[src/rtl/fmeter_pkg.sv]
package fmeter_pkg;

   localparam int TAP_W = 10;

   typedef enum logic [1:0] {
      A_CTRL   = 2'd0,
      A_STAT   = 2'd1,
      A_CNT_HI = 2'd2,
      A_CNT_LO = 2'd3
   } reg_addr_e;

   typedef struct packed {
      logic       spare;
      logic       prediv;
      logic [1:0] tap;
      logic       swap_n;
      logic       term;
      logic       run;
      logic       clr;
   } ctrl_t;

   localparam ctrl_t CTRL_RST = '{spare: 1'b0, prediv: 1'b0, tap: 2'd0,
                                  swap_n: 1'b1, term: 1'b0, run: 1'b0,
                                  clr: 1'b0};

   // number of prescaled ticks that make up one window
   function automatic logic [TAP_W-1:0] tap_span(input logic [1:0] code);
      case (code)
         2'd0:    return 10'd32;
         2'd1:    return 10'd128;
         default: return 10'd512;
      endcase
   endfunction

endpackage

[src/rtl/fm_edge_sync.sv]
module fm_edge_sync #(
   parameter int STAGES = 2
) (
   input  logic clk,
   input  logic rst_n,
   input  logic async_i,
   output logic rise_o
);
   generate
      if (STAGES < 2) begin : g_bad_stages
         $error("fm_edge_sync: STAGES must be at least 2");
      end
   endgenerate

   logic [STAGES:0] pipe;

   always_ff @(posedge clk or negedge rst_n) begin
      if (!rst_n) pipe <= '0;
      else        pipe <= {pipe[STAGES-1:0], async_i};
   end

   assign rise_o = pipe[STAGES-1] & ~pipe[STAGES];
endmodule

[src/rtl/fm_prediv.sv]
module fm_prediv #(
   parameter int DIV = 256
) (
   input  logic clk,
   input  logic rst_n,
   input  logic en,
   input  logic rise_i,
   output logic rise_o
);
   generate
      if (DIV < 1) begin : g_bad_div
         $error("fm_prediv: DIV must be at least 1");
      end
      if (DIV == 1) begin : g_bypass
         assign rise_o = rise_i & en;
      end else begin : g_count
         localparam int W = $clog2(DIV);
         localparam logic [W-1:0] LAST = W'(DIV - 1);
         logic [W-1:0] cnt;

         always_ff @(posedge clk or negedge rst_n) begin
            if (!rst_n)      cnt <= '0;
            else if (!en)    cnt <= '0;
            else if (rise_i) cnt <= (cnt == LAST) ? '0 : cnt + 1'b1;
         end

         assign rise_o = rise_i & en & (cnt == LAST);
      end
   endgenerate
endmodule

[src/rtl/fm_window.sv]
module fm_window
   import fmeter_pkg::*;
#(
   parameter int PRESC = 4
) (
   input  logic       clk,
   input  logic       rst_n,
   input  logic       run,
   input  logic       term,
   input  logic [1:0] tap,
   input  logic       gate_rise,
   output logic       active_o,
   output logic       done_o
);
   generate
      if (PRESC < 1) begin : g_bad_presc
         $error("fm_window: PRESC must be at least 1");
      end
   endgenerate

   logic             done_q;
   logic             tick;
   logic [TAP_W-1:0] tap_cnt;
   logic             last;

   assign active_o = run & ~done_q;

   generate
      if (PRESC == 1) begin : g_nopre
         assign tick = active_o & gate_rise;
      end else begin : g_pre
         localparam int PW = $clog2(PRESC);
         localparam logic [PW-1:0] PLAST = PW'(PRESC - 1);
         logic [PW-1:0] pcnt;

         always_ff @(posedge clk or negedge rst_n) begin
            if (!rst_n)                     pcnt <= '0;
            else if (!run)                  pcnt <= '0;
            else if (active_o && gate_rise) pcnt <= (pcnt == PLAST) ? '0 : pcnt + 1'b1;
         end

         assign tick = active_o & gate_rise & (pcnt == PLAST);
      end
   endgenerate

   always_ff @(posedge clk or negedge rst_n) begin
      if (!rst_n)    tap_cnt <= '0;
      else if (!run) tap_cnt <= '0;
      else if (tick) tap_cnt <= tap_cnt + 1'b1;
   end

   assign last = tick & term & (tap_cnt == tap_span(tap) - 1'b1);

   always_ff @(posedge clk or negedge rst_n) begin
      if (!rst_n)    done_q <= 1'b0;
      else if (!run) done_q <= 1'b0;
      else if (last) done_q <= 1'b1;
   end

   assign done_o = done_q;
endmodule

[src/rtl/fm_meas_ctr.sv]
module fm_meas_ctr #(
   parameter int CNT_W = 16
) (
   input  logic             clk,
   input  logic             rst_n,
   input  logic             clr,
   input  logic             cnt_en,
   input  logic             rise,
   output logic [CNT_W-1:0] count_o,
   output logic             ovf_o
);
   localparam logic [CNT_W-1:0] FULL = '1;

   logic [CNT_W-1:0] cnt;
   logic             ovf;

   always_ff @(posedge clk or negedge rst_n) begin
      if (!rst_n) begin
         cnt <= '0;
         ovf <= 1'b0;
      end else if (clr) begin
         cnt <= '0;
         ovf <= 1'b0;
      end else if (cnt_en && rise) begin
         if (cnt == FULL) ovf <= 1'b1;
         else             cnt <= cnt + 1'b1;
      end
   end

   assign count_o = cnt;
   assign ovf_o   = ovf;
endmodule

[src/rtl/freq_ratio_meter.sv]
module freq_ratio_meter
   import fmeter_pkg::*;
#(
   parameter int CNT_W       = 16,
   parameter int PRESC       = 4,
   parameter int RF_DIV      = 256,
   parameter int SYNC_STAGES = 2
) (
   input  logic       clk,
   input  logic       rst_n,
   input  logic       osc_a_i,
   input  logic       osc_b_i,
   input  logic       reg_we_i,
   input  logic [1:0] reg_addr_i,
   input  logic [7:0] reg_wdata_i,
   output logic [7:0] reg_rdata_o,
   output logic       irq_o
);
   generate
      if (CNT_W < 9 || CNT_W > 16) begin : g_bad_cnt_w
         $error("freq_ratio_meter: CNT_W must lie in 9..16");
      end
   endgenerate

   ctrl_t            ctrl_q;
   logic             a_rise, b_rise, b_div_rise, b_eff;
   logic             gate_rise, meas_rise;
   logic             active_w, done_w;
   logic [CNT_W-1:0] meas_cnt;
   logic             ovf_w;
   logic [15:0]      cnt16;
   logic             run_en, clr_on;

   // control register
   always_ff @(posedge clk or negedge rst_n) begin
      if (!rst_n) ctrl_q <= CTRL_RST;
      else if (reg_we_i && reg_addr_i == A_CTRL) ctrl_q <= ctrl_t'(reg_wdata_i & 8'h7F);
   end

   assign run_en = ctrl_q.run;
   assign clr_on = ctrl_q.clr;

   fm_edge_sync #(.STAGES(SYNC_STAGES)) u_sync_a (
      .clk(clk), .rst_n(rst_n), .async_i(osc_a_i), .rise_o(a_rise));

   fm_edge_sync #(.STAGES(SYNC_STAGES)) u_sync_b (
      .clk(clk), .rst_n(rst_n), .async_i(osc_b_i), .rise_o(b_rise));

   fm_prediv #(.DIV(RF_DIV)) u_prediv (
      .clk(clk), .rst_n(rst_n), .en(run_en), .rise_i(b_rise), .rise_o(b_div_rise));

   assign b_eff     = ctrl_q.prediv ? b_div_rise : b_rise;
   assign gate_rise = ctrl_q.swap_n ? a_rise : b_eff;
   assign meas_rise = ctrl_q.swap_n ? b_eff  : a_rise;

   fm_window #(.PRESC(PRESC)) u_window (
      .clk(clk), .rst_n(rst_n), .run(run_en), .term(ctrl_q.term),
      .tap(ctrl_q.tap), .gate_rise(gate_rise),
      .active_o(active_w), .done_o(done_w));

   fm_meas_ctr #(.CNT_W(CNT_W)) u_meas (
      .clk(clk), .rst_n(rst_n), .clr(clr_on), .cnt_en(active_w),
      .rise(meas_rise), .count_o(meas_cnt), .ovf_o(ovf_w));

   assign cnt16 = 16'(meas_cnt);

   always_comb begin
      case (reg_addr_i)
         A_CTRL:   reg_rdata_o = ctrl_q;
         A_STAT:   reg_rdata_o = {6'd0, ovf_w, done_w};
         A_CNT_HI: reg_rdata_o = cnt16[15:8];
         default:  reg_rdata_o = cnt16[7:0];
      endcase
   end

   assign irq_o = done_w;
endmodule

[config.mk]
export PLATFORM = sky130hd
export DESIGN_NAME = freq_ratio_meter
export DESIGN_NICKNAME = d
export VERILOG_FILES = /design/src/rtl/fmeter_pkg.sv /design/src/rtl/fm_edge_sync.sv /design/src/rtl/fm_prediv.sv /design/src/rtl/fm_window.sv /design/src/rtl/fm_meas_ctr.sv /design/src/rtl/freq_ratio_meter.sv
export SDC_FILE = /design/constraint.sdc
export NUM_CORES = 1
export LEC_CHECK = 0
export CAP_MARGIN = 40
export CORE_UTILIZATION = 65
export CTS_CLUSTER_DIAMETER = 200
export DETAILED_ROUTE_END_ITERATION = 8
export DONT_BUFFER_PORTS = 1
export HOLD_SLACK_MARGIN = 0.1
export PLACE_DENSITY = 0.79
export SLEW_MARGIN = 15
export SYNTH_ARGS = -nofsm -noshare
export SYNTH_HDL_FRONTEND = slang
export SYNTH_SLANG_ARGS = --single-unit
[constraint.sdc]
create_clock -name clk -period 3.8 [get_ports clk]
set_input_delay 0.76 -clock clk [delete_from_list [all_inputs] [get_ports clk]]
set_output_delay 0.76 -clock clk [all_outputs]
set_load 0.05 [all_outputs]
Word-level counts from Yosys, hierarchy flattened

Cells that the tools add are included.

Flip-flop bits (word level): 51
Input port bits: 15
Output and inout port bits: 9
Word-level logic and storage cells: 73

Add/sub/neg operators: 5
Eq/ne operators: 12
Mux-type cells: 21
Bitwise gates (word level): 12
Reduce and logical (&&, ||, !) cells: 9

Operators with widths:

| kind                  | number |
|---|---|
| $mux 16               | 3 |
| $mux 8                | 3 |
| $pmux 8 s3            | 1 |
| $mux 10               | 2 |
| $pmux 10 s2           | 1 |
| $add 16x1->16 const B | 1 |
| $eq 16x16->1 const B  | 1 |
| $add 10x1->10 const B | 1 |
| $eq 10x10->1          | 1 |
| $sub 10x1->10 const B | 1 |
| $and 1x1->1           | 9 |
| $add 8x1->8 const B   | 1 |
| $eq 8x8->1 const B    | 1 |
| $mux 1                | 8 |
| $ne 2x1->1 const B    | 4 |
| $mux 2                | 3 |
| $eq 2x1->1 const B    | 2 |
| $eq 2x2->1 const B    | 2 |
| $logic_not 2->1       | 2 |
| $reduce_and 2->1      | 2 |
| $reduce_bool 2->1     | 2 |
| $logic_and 1x1->1     | 3 |
| $not 1->1             | 3 |
| $add 2x1->2 const B   | 1 |
| $ne 2x2->1 const B    | 1 |

Longest topological paths before layout

Gate-level depths: netlist of run 1.

Word-level depth: 12
Gate-level depth with buffers: 7
Gate-level depth less buffers: 6

Cells and area by module

Synthesis of run 1 repeated with hierarchy kept, for this count alone.

Cells, all modules: 274
Area, all modules: 2881.5 µm²

Modules (own cells, without submodules):

| module           | times used | cells each | area each (µm²) | seq. area each (µm²) |
|---|---|---|---|---|
| fm_meas_ctr      | 1          | 105        | 993.5           | 425.4 |
| fm_window        | 1          | 80         | 782.0           | 325.3 |
| freq_ratio_meter | 1          | 35         | 503.0           | 176.4 |
| fm_prediv        | 1          | 46         | 425.4           | 200.2 |
| fm_edge_sync     | 2          | 4          | 88.8            | 75.1 |

Least setup slack after synthesis of run 1

OpenSTA, ideal clock, no wires.

Path type: input -> output
From: input reg_addr_i[0]
To: output reg_rdata_o[7]
Arrival: 1.917 ns
Required time: 3.040 ns
Slack: 1.123 ns
Stages: 3
Path buffers: 1
Cells stage by stage: clkbuf_1 mux2i_1 nor2b_1

Cells in the longest elaborated chain, start to end: 2
Elaborated cells on any way between the ends: 4
Classes of those cells: eq/ne (2); mux (1); reduce/logical (1)

Ends and longest elaborated chain:

| element                            | RTL line               | source |
|---|---|---|
| from (decl)                        | freq_ratio_meter.sv:14 | `input logic [1:0] reg_addr_i,` |
| $eq 2x2->1 (tied with other cells) | freq_ratio_meter.sv:68 | `case (reg_addr_i)` |
| $pmux 8 s3 (*)                     | freq_ratio_meter.sv:68 |  |
| to (decl)                          | freq_ratio_meter.sv:16 | `output logic [7:0] reg_rdata_o,` |

Every way passes the cells marked *; elsewhere a longest branch is shown, timed or not.

Final worst setup path of run 1

From: register ctrl_q (netlist bit clr_on)
To: output reg_rdata_o[0]

Cells in the longest elaborated chain, start to end: 1

Ends and longest elaborated chain:

| element                | RTL line               | source |
|---|---|---|
| from (decl)            | freq_ratio_meter.sv:25 | `ctrl_t ctrl_q;` |
| from (signal assigned) | freq_ratio_meter.sv:37 | `else if (reg_we_i && reg_addr_i == A_CTRL) ctrl_q <= ctrl_t'(reg_wdata_i & 8'h7F);` |
| $pmux 8 s3             | freq_ratio_meter.sv:68 |  |

No other way between the ends.

==> reports/results.txt, run 1 <==
via-per-instance ratio: 6.57
Final Cycle Share: 0.646
switching pwr: 306 uW
Cell Chain, Critical Path: mux4_2
DRC errors left: 0
# setup viols final: 0
global route overflow: 0
overall power: 1160 uW
worst relative slew slack: 0.512
H-tree depth: 2
Iter 0 DRT Violations: 220
yosys warns: 0
Fill cells: 312
Sink Count: 51
Hold Crit Class: input pin to async pin
Power per Cell Area: 389 mW/mm2
row cnt: 23
unrepaired setup endpoints after global routing: no
max-slew violation count: 0
Syn Nets: 299
CP Max Fanout: 23
Antenna Nets Post-Route: 0
final hold violations: 0
final-stage net count: 299
met2 Use GR: 0.417
Clock transition at path regs: 0.10 ns
Reg2Reg Depth: 6
vias in the first global route: 1935
M1 GR Usage: 0.366
Core ar.: 0.00409 mm2
sw frac: 0.265
R2R Path End: u_meas.count_o[5]
Worst Path Buf+Inv: 0
Finished Cell Area: 0.00298 mm2
Crit. End Element: primary output
WP depth: 1
CP delay by family, top: multiplexers
Seq pwr share: 0.522
Internal Pwr Total: 851 uW
M3 GR Usage: 0.0650
Yosys cell types: 46
First-pass DRT Iterations: 4
CTS Hold Bufs: 0
synthesized area: 0.00282 mm2
largest net degree at the start of global routing: 52
WP data required: 3.04 ns
final non-filler cell total: 329
actual slew at the worst max-slew pin: 0.732 ns
number of flops mapped to enable cells by yosys: 0
die area: 0.00460 mm2
Skew-Pair Late Insertion Delay: 0.31 ns
initial core utilization: 0.689
Placed Area: 0.00286 mm2
r2r startpoint: u_prediv.g_count.cnt[0]
most frequent cells in the layout: 50 x dfrtp_1, 20 x nand2_1, 16 x nand3_1
WL final: 5440 um
TNS Setup: 0 ns
Comb pwr share: 0.133
GRT Total Usage: 0.267
R2R Setup Slk: 1.40 ns
antenna cell count: 0
status: finished clean
commonest non-fill, non-tap cell in the layout: dfrtp_1
cts repair resizes: 0
WP data arrival: 1.69 ns
Async SR Flop Fraction: 1.00
RD Place Congestion: 0.882
initial antenna violation count: 0
share of cells above drive strength 1: 0.136
routed vias: 2162
critical path class: flip-flop to primary output
leakage: 0.00120 uW
CTS tree: built
fin crit period: 2.45 ns
gr busiest metal: met2
fmax: 0.408 GHz
port bufs: 0
Clock power frac: 0.345
Seq cells post-synth: 51
CP startpoint kind: flip-flop
Inst Count DP: 321
DR WL/cell: 16.5 um
Max Clock Skew: 0.0111 ns
sequential share of the synthesized area: 0.454
MaxCap Viol Count: 0
CTS root buf: clkbuf_8
first-pass GRT wire length: 8940 um
Top Ports: 24
Setup Fix Bufs, Post-CTS: 0
slowest CP cell: mux4_2
detailed placer's ending HPWL: 3760 um
CP max stage delay: 0.73 ns
Post-Synthesis Cells: 278
Area growth, synth to finish: 5.73%
Die Span Y: 67.8 um
Max IR drop VDD: 0.379 mV
Synth Area per Inst: 10.1 um2
Clock Path Buffers: 2
chip width: 67.8 um
Inserted Clock Buffers: 5
top_reg_cell synth: dfrtp_1
[kinds of logic after synthesis]
kind of cell	share of synthesized area
xor gates and xnor gates	0.0342
buffers and inverters	0.0200
muxes	0.0862
adders and majority gates	0.0267
DFF	0.454
and+or+nand+nor	0.239
AOI/OAI and AO/OA	0.140
[state kept, by name (all words and copies together) (netlist names)]
name	cells
u_sync_b.pipe	3
u_window.done_o	1
u_window.g_pre.pcnt	2
clr_on	1
u_meas.ovf_o	1
run_en	1
u_prediv.g_count.cnt	8
ctrl_q	5
u_meas.count_o	16
u_window.tap_cnt	10
u_sync_a.pipe	3
[how the worst max path moves through the flow]
stage,endpoint,slack (ns),start
finish,reg_rdata_o[0],1.35,clr_on
global route,reg_rdata_o[0],1.27,clr_on
CTS,reg_rdata_o[0],1.35,clr_on
detailed placement,reg_rdata_o[6],1.43,reg_addr_i[1]
global placement,reg_rdata_o[6],1.45,reg_addr_i[1]
floorplan,reg_rdata_o[7],1.12,reg_addr_i[0]
[layout make-up]
| cell class | instances | area [um2] | share of cell area |
|---|---|---|---|
| clock buffers | 6 | 82.6 | 0.0277 |
| inverters | 3 | 11.3 | 0.00378 |
| repair buffers | 3 | 22.5 | 0.00757 |
| well taps | 50 | 62.6 | 0.0210 |
| multi-input cells | 214 | 1480 | 0.498 |
| clock inverters | 2 | 38.8 | 0.0130 |
| flip-flops and latches | 51 | 1280 | 0.429 |
[power by group through the flow]
stage | Clock [uW] | Sequential (uW) | Combinational [uW]
2_1_floorplan | 0 | 597 | 147
3_3_place_gp | 0 | 614 | 150
3_5_place_dp | 0 | 615 | 154
4_1_cts | 409 | 605 | 155
5_1_grt | 429 | 611 | 170
6_report | 399 | 604 | 154
[worst register-to-register path, stage by stage, from the launching register on]
cell and delay [ns]:
dfrtp_1 0.40, ha_1 0.23, nand4_1 0.14, o211ai_1 0.46, nand2_4 0.19, nor4_1 0.50, mux2_2 0.39
[routing by layer]
| metal | up-vias | part of all wire |
|---|---|---|
| li1 | 1027 | - |
| met1 | 1054 | 0.46 |
| met2 | 75 | 0.46 |
| met3 | 6 | 0.062 |
| met4 | 0 | 0.015 |
| met5 | - | 0 |
[cell usage after synthesis, types with 4 or more instances]
| cell type | n | area, um2 |
|---|---|---|
| clkbuf_1 | 9 | 33.8 |
| or3_1 | 9 | 56.3 |
| a21oi_1 | 14 | 70.1 |
| a22o_1 | 4 | 35.0 |
| nor2b_1 | 6 | 37.5 |
| xor2_1 | 4 | 35.0 |
| dfrtp_1 | 50 | 1250 |
| nand2b_1 | 9 | 56.3 |
| o21ai_0 | 13 | 65.1 |
| nand2_1 | 20 | 75.1 |
| mux2_2 | 14 | 158 |
| nand4_1 | 10 | 62.6 |
| nor2_1 | 15 | 56.3 |
| a21boi_0 | 5 | 37.5 |
| nand3_1 | 16 | 80.1 |
| and2_1 | 7 | 43.8 |
| or4_1 | 6 | 45.0 |
| ha_1 | 6 | 75.1 |
| o31ai_1 | 8 | 60.1 |
| mux2i_1 | 4 | 40.0 |
| xnor2_1 | 7 | 61.3 |
[stage by stage]
stage          hold WS, ns  worst slack (ns)  utilization
2_1_floorplan        0.331              1.12            -
3_3_place_gp         0.332              1.45        0.697
3_5_place_dp         0.346              1.43        0.699
4_1_cts              0.123              1.35        0.728
5_1_grt              0.109              1.27        0.728
6_report             0.134              1.35        0.728
Power figures use the tool's default switching activity.
==> inputs of run 2 (changes only) <==
--- a/config.mk
+++ b/config.mk
@@ -6,12 +6,12 @@
 export NUM_CORES = 1
 export LEC_CHECK = 0
 export CAP_MARGIN = 40
-export CORE_UTILIZATION = 65
+export CORE_UTILIZATION = 57
 export CTS_CLUSTER_DIAMETER = 200
 export DETAILED_ROUTE_END_ITERATION = 8
 export DONT_BUFFER_PORTS = 1
 export HOLD_SLACK_MARGIN = 0.1
-export PLACE_DENSITY = 0.79
+export PLACE_DENSITY = 0.73
 export SLEW_MARGIN = 15
 export SYNTH_ARGS = -nofsm -noshare
 export SYNTH_HDL_FRONTEND = slang
==> constraint.sdc (replaced) <==
create_clock -name clk -period 2 [get_ports clk]
set_input_delay 0.4 -clock clk [delete_from_list [all_inputs] [get_ports clk]]
set_output_delay 0.4 -clock clk [all_outputs]
set_load 0.05 [all_outputs]
==> run 2 against run 1 <==
Effect of this change: critical path depth up 5; register-to-register slack worse by 1.4 ns; via count is 1.8% higher; first-iteration DRC count down 30%; power up 84%; wire length up 11%; sequential share of layout area fell by 3.3 points; worst setup slack got worse by 1.3 ns; cell area is 8.4% higher; die area rose by 14%.
==> reports/results.txt, run 2 (synthesized netlist as in run 1, its figures left out) <==
status: finished clean
largest net degree at the start of global routing: 52
DR WL/cell: 16.1 um
Max Clock Skew: 0.00948 ns
RD Place Congestion: 0.812
R2R Setup Slk: 0.05 ns
Die Span Y: 72.3 um
share of cells above drive strength 1: 0.228
# setup viols final: 0
Hold Crit Depth: 0
max-slew violation count: 0
vias in the first global route: 2070
Reg2Reg Depth: 6
port bufs: 0
Final Cycle Share: 0.975
Clock transition at path regs: 0.10 ns
Core ar.: 0.00472 mm2
die area: 0.00522 mm2
chip width: 72.3 um
final non-filler cell total: 374
via-per-instance ratio: 5.89
slowest CP cell: dfstp_2
WP data arrival: 2.20 ns
Inserted Clock Buffers: 5
CP startpoint kind: flip-flop
max reg flops: 16
fmax: 0.513 GHz
First-pass DRT Iterations: 4
Sink Count: 51
r2r startpoint: ctrl_q[3]
Skew-Pair Late Insertion Delay: 0.31 ns
Power per Cell Area: 659 mW/mm2
Finished Cell Area: 0.00323 mm2
Iter 0 DRT Violations: 153
unrepaired setup endpoints after global routing: yes
GRT Total Usage: 0.242
row cnt: 25
first-pass GRT wire length: 9730 um
initial core utilization: 0.596
Hold Crit Class: input pin to flip-flop
hold worst-path end: u_sync_b.pipe[0]
TNS Setup: 0 ns
routed vias: 2201
Worst Setup SP: ctrl_q[3]
antenna cell count: 0
MaxCap Viol Count: 0
Top Ports: 24
WP data required: 2.25 ns
post-layout util: 0.683
most frequent cells in the layout: 49 x dfrtp_1, 26 x buf_4, 20 x nand2_1
fin crit period: 1.95 ns
Crit. End Element: flip-flop
Max IR drop VDD: 0.498 mV
Placed Area: 0.00304 mm2
Worst Path Buf+Inv: 1
leakage: 0.00132 uW
minimum hold slack: 0.117 ns
actual slew at the worst max-slew pin: 0.438 ns
detailed placer's ending HPWL: 4030 um
Cell Chain, Critical Path: or3b_4, a21boi_4, buf_6, nand4_1, or3_1, a21oi_2
Fill cells: 385
worst relative slew slack: 0.708
Inst Count DP: 360
Antenna Nets Post-Route: 0
CP delay by family, top: simple AND/OR/NAND/NOR gates
CTS root buf: clkbuf_8
CP max stage delay: 0.41 ns
final-stage net count: 327
Clock Path Buffers: 2
R2R Path End: u_meas.count_o[11]
H-tree depth: 2
Area growth, synth to finish: 14.6%
WL final: 6020 um
DRC errors left: 0
CTS tree: built
global route overflow: 0
Hold Crit Start: osc_b_i
critical path class: flip-flop to flip-flop
final hold violations: 0
initial antenna violation count: 0
CP Max Fanout: 8
commonest non-fill, non-tap cell in the layout: dfrtp_1
==> run 2: cell count changes in the layout (fill, tap and decap cells not counted), moves of 2 or more <==
cell     change
nor4_2       +2
buf_4       +23
buf_6        +2
o21ai_0      -2
nor4_1       -2
o21ai_1      +2
==> run 2: repair_timing <==
| item | in CTS | in global routing |
|---|---|---|
| endpoints found under the setup margin | 1 | 19 |
| resized for setup | 0 | 10 |
| hold buffers | 2 | 0 |
| setup buffers | 1 | 3 |
| endpoints found under the hold margin | 51 | 0 |
| cloned | 0 | 1 |
| pin swaps | 0 | 10 |
==> run 2: where the power goes <==
part	total (uW)	internal (uW)	switching [uW]
sequential	1130	1080	44.4
combinational	415	177	238
clock	588	245	342
total	2130	1500	625
==> run 2: cell type report <==
class,instances,area (um2),share of cell area
Clock inverter,2,12.5,0.00388
Inverter,3,11.3,0.00349
Clock buffer,6,72.6,0.0225
Multi-Input combinational cell,215,1510,0.469
Timing Repair Buffer,30,255,0.0791
Sequential cell,51,1280,0.396
Tap cell,67,83.8,0.0260
==> run 2: worst max-delay path by stage <==
stage | slack (ns) | depth (start not counted) | end
after global placement | 0.08 | 5 | u_meas.count_o[5]
after floorplan | 0.01 | 7 | u_meas.count_o[5]
after CTS | 0.02 | 2 | reg_rdata_o[0]
after global routing | -0.08 | 7 | u_meas.count_o[9]
final | 0.05 | 6 | u_meas.count_o[11]
after detailed placement | 0.04 | 6 | u_meas.count_o[9]
==> run 2: per-layer routing <==
metal,GRT usage,up-vias,share of wire
li1,-,1083,-
met1,0.320,1078,0.46
met2,0.402,34,0.49
met3,0.0389,6,0.036
met4,0.0915,0,0.014
met5,0,-,0
==> run 2: through the flow <==
stage	worst slack [ns]	power (uW)
2_1_floorplan	0.0130	1410
4_1_cts	0.0176	2140
5_1_grt	-0.0837	2230
3_5_place_dp	0.0370	1510
3_3_place_gp	0.0750	1500
6_report	0.0491	2130
